### src/rtl/wdt_periph.sv
module wdt_periph #(
  parameter int          W         = 8,
  parameter logic [7:0]  ADDR_TMO  = 8'h8E,
  parameter logic [7:0]  ADDR_MODE = 8'h8D,
  parameter logic [W-1:0] TMO_INIT = '1
) (
  input  logic         clk,
  input  logic         rst_n,
  input  logic [7:0]   reg_addr,
  input  logic         reg_wr,
  input  logic         reg_rd,
  input  logic [7:0]   reg_wdata,
  output logic [7:0]   reg_rdata,
  input  logic         tick,
  input  logic         irq_ack,
  output logic         irq,
  output logic         rst_req
);

  logic [W-1:0] cnt, tmo;
  logic en, rsel, clr_bit, flag;

  wire wr_mode = reg_wr && (reg_addr == ADDR_MODE);
  wire wr_tmo  = reg_wr && (reg_addr == ADDR_TMO);
  wire clr_hit = wr_mode && reg_wdata[5];
  wire ev      = en && tick && !clr_hit && (cnt >= tmo);
  wire fl_clr  = irq_ack || (wr_mode && !reg_wdata[0]);

  always_ff @(posedge clk) begin
    if (!rst_n) begin
      cnt <= '0;
      tmo <= TMO_INIT;
      en <= 1'b0;
      rsel <= 1'b0;
      clr_bit <= 1'b0;
      flag <= 1'b0;
      rst_req <= 1'b0;
    end else begin
      if (wr_tmo) tmo <= reg_wdata[W-1:0];
      if (wr_mode) begin
        en   <= reg_wdata[7];
        rsel <= reg_wdata[6];
      end
      clr_bit <= clr_hit;
      if (clr_hit)         cnt <= '0;
      else if (en && tick) cnt <= ev ? '0 : cnt + 1'b1;
      if (ev)          flag <= 1'b1;
      else if (fl_clr) flag <= 1'b0;
      rst_req <= ev && rsel;
    end
  end

  assign irq = flag;

  always_comb begin
    reg_rdata = '0;
    if (reg_rd) begin
      if (reg_addr == ADDR_TMO)       reg_rdata[W-1:0] = cnt;
      else if (reg_addr == ADDR_MODE) reg_rdata = {en, rsel, clr_bit, 4'b0000, flag};
    end
  end


  rst_flag_chk: assert property (@(posedge clk) disable iff (!rst_n) rst_req |-> flag);

  hold_chk: assert property (@(posedge clk) disable iff (!rst_n) (!en && !clr_hit) |=> $stable(cnt));

  flag_rose_chk: assert property (@(posedge clk) disable iff (!rst_n) $rose(flag) |-> $past(tick && en));

  clr_zero_chk: assert property (@(posedge clk) disable iff (!rst_n) clr_bit |-> (cnt == '0));

endmodule

### config.mk
export PLATFORM = sky130hd
export DESIGN_NAME = wdt_periph
export DESIGN_NICKNAME = d
export VERILOG_FILES = /design/src/rtl/wdt_periph.sv
export SDC_FILE = /design/constraint.sdc
export NUM_CORES = 1
export LEC_CHECK = 0
export BUFFER_PORTS_ARGS = -buffer_cell sky130_fd_sc_hd__buf_4
export CAP_MARGIN = 20
export CORE_ASPECT_RATIO = 1.2
export CORE_MARGIN = 10
export CORE_UTILIZATION = 45
export DETAILED_ROUTE_END_ITERATION = 10
export PLACE_DENSITY = 0.68
export REMOVE_ABC_BUFFERS = 1
export SLEW_MARGIN = 20
export SYNTH_ARGS = -nofsm -noshare
export SYNTH_HDL_FRONTEND = slang
export SYNTH_SLANG_ARGS = --single-unit
### constraint.sdc
create_clock -name clk -period 3.47 [get_ports clk]
set_input_delay 0.694 -clock clk [delete_from_list [all_inputs] [get_ports clk]]
set_output_delay 0.694 -clock clk [all_outputs]
set_load 0.05 [all_outputs]
==> summary.md <==
| Metric | Value |
|---|---|
| Final Max Tran Viols | `0` |
| Hold Path Class | `reg -> reg` |
| Critical path buffer and inverter count | `2` |
| Yosys warnings | `0` |
| Clk Latency, worst-skew pair | `roughly 0.30 ns` |
| Post-synth EDFFs | `0` |
| Overall routing resource usage | `0.119` |
| WP depth | `6` |
| Antenna cell count | `0` |
| Post-detailed-route count of antenna-violating nets | `0` |
| FF+latch count, synth | `21` |
| Sequential share of the synthesized area | `0.348` |
| Hold buffer count at cts | `0` |
| Global-route wire length before repair | `~5.2 mm` |
| Setup violators final | `0` |
| Post-cts resize count | `0` |
| Ratio of cells with drive above 1 in the final layout | `0.254` |
| Synth-to-layout area growth | `22.2%` |
| Initial core utilization | `0.473` |
| Power Dens Cells | `between 200 and 300 nW/um2` |
| Hold Path Depth | `2` |
| Core Box Area | `2550 um2` |
| Worst-path clk slew | `around 0.11 ns` |
| CP arrival | `a little under 2 ns` |
| Reg area | `420 um2` |
| Syn avg cell area | `approximately 8.6 um2` |
| Worst Setup End Kind | `primary output` |
| Final hold vios | `0` |
| Post-DP HPWL | `2.38 mm` |
| Top cell by count, worst path | `buf_4` |
| Synth Instances | `140` |
| Delay of the slowest cell on the worst path | `approximately 0.31 ns` |
| Skew final | `roughly 0.0015 ns` |
| CP Max Fanout | `4` |
| Unique masters post-synth | `45` |
| CP Class | `in -> out` |
| Multi-input gate area | `709 um2` |
| Vias per Instance | `roughly 5.5` |
| Htree depth | `1` |
| Chip Width | `67.3 um` |
| I/O Pins | `32` |
| Residual DRC | `0` |
| Reg2Reg Depth | `6` |
| Worst-margin pin slew | `approximately 0.55 ns` |
| WL final | `between 2 and 3 mm` |
| CP startpoint kind | `primary input` |
| # fillers | `around 260` |
| Max Clk Rate | `about 380 MHz` |
| Initial antenna violation count | `0` |
| Peak VDD IR | `~0.00023 V` |
| Pleak | `approximately 0.70 nW` |
| Post-CTS Setup Bufs | `0` |
| Core Util, Final | `0.578` |
| Crit-path cells | `buf_4 > nor4bb_1 > and3b_1 > and2_1 > and3_1 > buf_4` |
| Chip Height | `around 77 um` |
| RSZ-0062 raised after global routing | `false` |
| Clk root buf | `clkbuf_4` |
| Global placer's final weighted congestion | `0.791` |
| CP required | `~2.8 ns` |
| Crit-path leading delay family | `simple AND/OR/NAND/NOR gates` |
| Final period util | `0.768` |
| CTS Buf Count | `3` |
| TNS Setup | `0 ns` |
| Nets | `201` |
| Worst rel slew slack | `0.634` |
| Clock Tree Buf Depth | `2` |
| Max-Cap Viols | `0` |
| Post-synthesis instance area | `around 1200 um2` |
| Final Cell Area | `around 1500 um2` |
| Buffers on Ports | `31` |
| Largest net degree at the start of global routing | `16` |
| Average wire per standard cell | `14.8 um` |
| Slowest cell on crit path | `nor4bb_1` |
| Detailed-route via count | `1,111` |
| Initial DRC Count | `between 40 and 50` |
| Main synth FF type | `dfxtp_1` |
| Min cycle time layout | `about 2.7 ns` |
| Run status | `complete, no violations` |
| Cell row count | `20` |
| Synth async-reset ratio | `0` |
| Global route total overflow | `0` |
| CTS tree | `built` |
| Initial DRT Pass Iterations | `5` |
| Die area | `between 5000 and 6000 um2` |
| Placed cell areas | `1450 um2` |
| Clock net sink count | `21` |
| Vias in the first global route | `1,083` |
[state kept, by name, indices dropped and copies added, names as in the netlist]
| name | cells |
|---|---|
| clr_bit | 1 |
| rst_req | 1 |
| rsel | 1 |
| en | 1 |
| irq | 1 |
| tmo | 8 |
| cnt | 8 |
[power breakdown]
part / switching (W) / internal (W)
registers: 0.000000108 / 0.000241
clock network: 0.0000744 / 0.0000449
logic: 0.0000134 / 0.0000184
[logic make-up after synthesis]
kind of cell,count (synthesis),synth area share
AO/OA/AOI/OAI,34,0.218
XOR/XNOR,1,0.00726
adder cells (fa/ha/maj),9,0.0933
buffers and inverters,18,0.0642
flip-flops,21,0.348
multiplexers,3,0.0249
AND/OR/NAND/NOR,54,0.245
[final cells by class]
cell class                      instances  area share
Timing Repair Buffer                   31       0.158
Multi-Input combinational cell        101       0.481
Inverter                               12      0.0305
Sequential cell                        21       0.285
Tap cell                               33      0.0280
Clock buffer                            4      0.0178
[per-stage QoR]
step | setup WS, ns | hold WS (ns) | total power [W] | cells
global placement | 0.855 | 0.462 | 0.000278 | 198
detailed placement | 0.821 | 0.470 | 0.000278 | 198
global route | 0.722 | 0.541 | 0.000409 | 202
finish | 0.805 | 0.495 | 0.000392 | 202
floorplan | 0.797 | 0.445 | 0.000255 | 134
CTS | 0.809 | 0.498 | 0.000396 | 202
[cell usage after synthesis, types with 2 or more instances]
library cell	n	area share
dfxtp_1	21	0.35
o211ai_1	8	0.050
clkbuf_1	3	0.0093
nand4_1	2	0.010
a22oi_1	4	0.025
inv_1	11	0.034
nand2_1	16	0.050
nor2b_1	4	0.021
a21oi_1	4	0.017
mux2i_1	3	0.025
or4_1	2	0.012
o2111ai_1	2	0.015
and4_1	2	0.015
buf_2	2	0.0083
and3_1	7	0.036
ha_1	9	0.093
nand3_1	6	0.025
nor2_1	6	0.019
o21ai_1	2	0.0083
[per-layer routing]
layer  vias to the layer above  wire length [um]  GRT usage
li1                        568                 -          -
met5                         -                 0          0
met2                        47              1280      0.183
met4                         0                32     0.0370
met3                         5               326     0.0422
met1                       491              1360      0.150
[worst paths after layout]
check,startpoint,to,slack (ns)
worst min-delay path,tmo[0]$_SDFFE_PN1P_,tmo[0]$_SDFFE_PN1P_,0.49
worst min register to register,tmo[0]$_SDFFE_PN1P_,tmo[0]$_SDFFE_PN1P_,0.49
worst max register to register,cnt[1]$_SDFFE_PP0P_,cnt[7]$_SDFFE_PP0P_,1.47
worst max-delay path,reg_addr[5],reg_rdata[2],0.81
[cell usage in the layout, fill, tap and decap left out, types with 2 or more instances in the layout]
cell type,n
or4_1,2
mux2i_1,3
a22oi_1,4
o211ai_1,8
nand2_1,16
nor2_1,6
clkbuf_4,3
nand4_1,2
dfxtp_1,21
o2111ai_1,2
nor2b_1,4
ha_1,9
inv_1,11
o21ai_1,2
and4_1,2
nand3_1,6
and3_1,7
a21oi_1,4
buf_4,31
[worst reg2reg max path: stages, from the launching register on]
cell     delay (ns)
dfxtp_1        0.40
ha_1           0.22
or4_1          0.51
a21oi_1        0.13
o31a_2         0.28
nand3_2        0.16
o31ai_2        0.23
(Power assumes the default switching activity.)
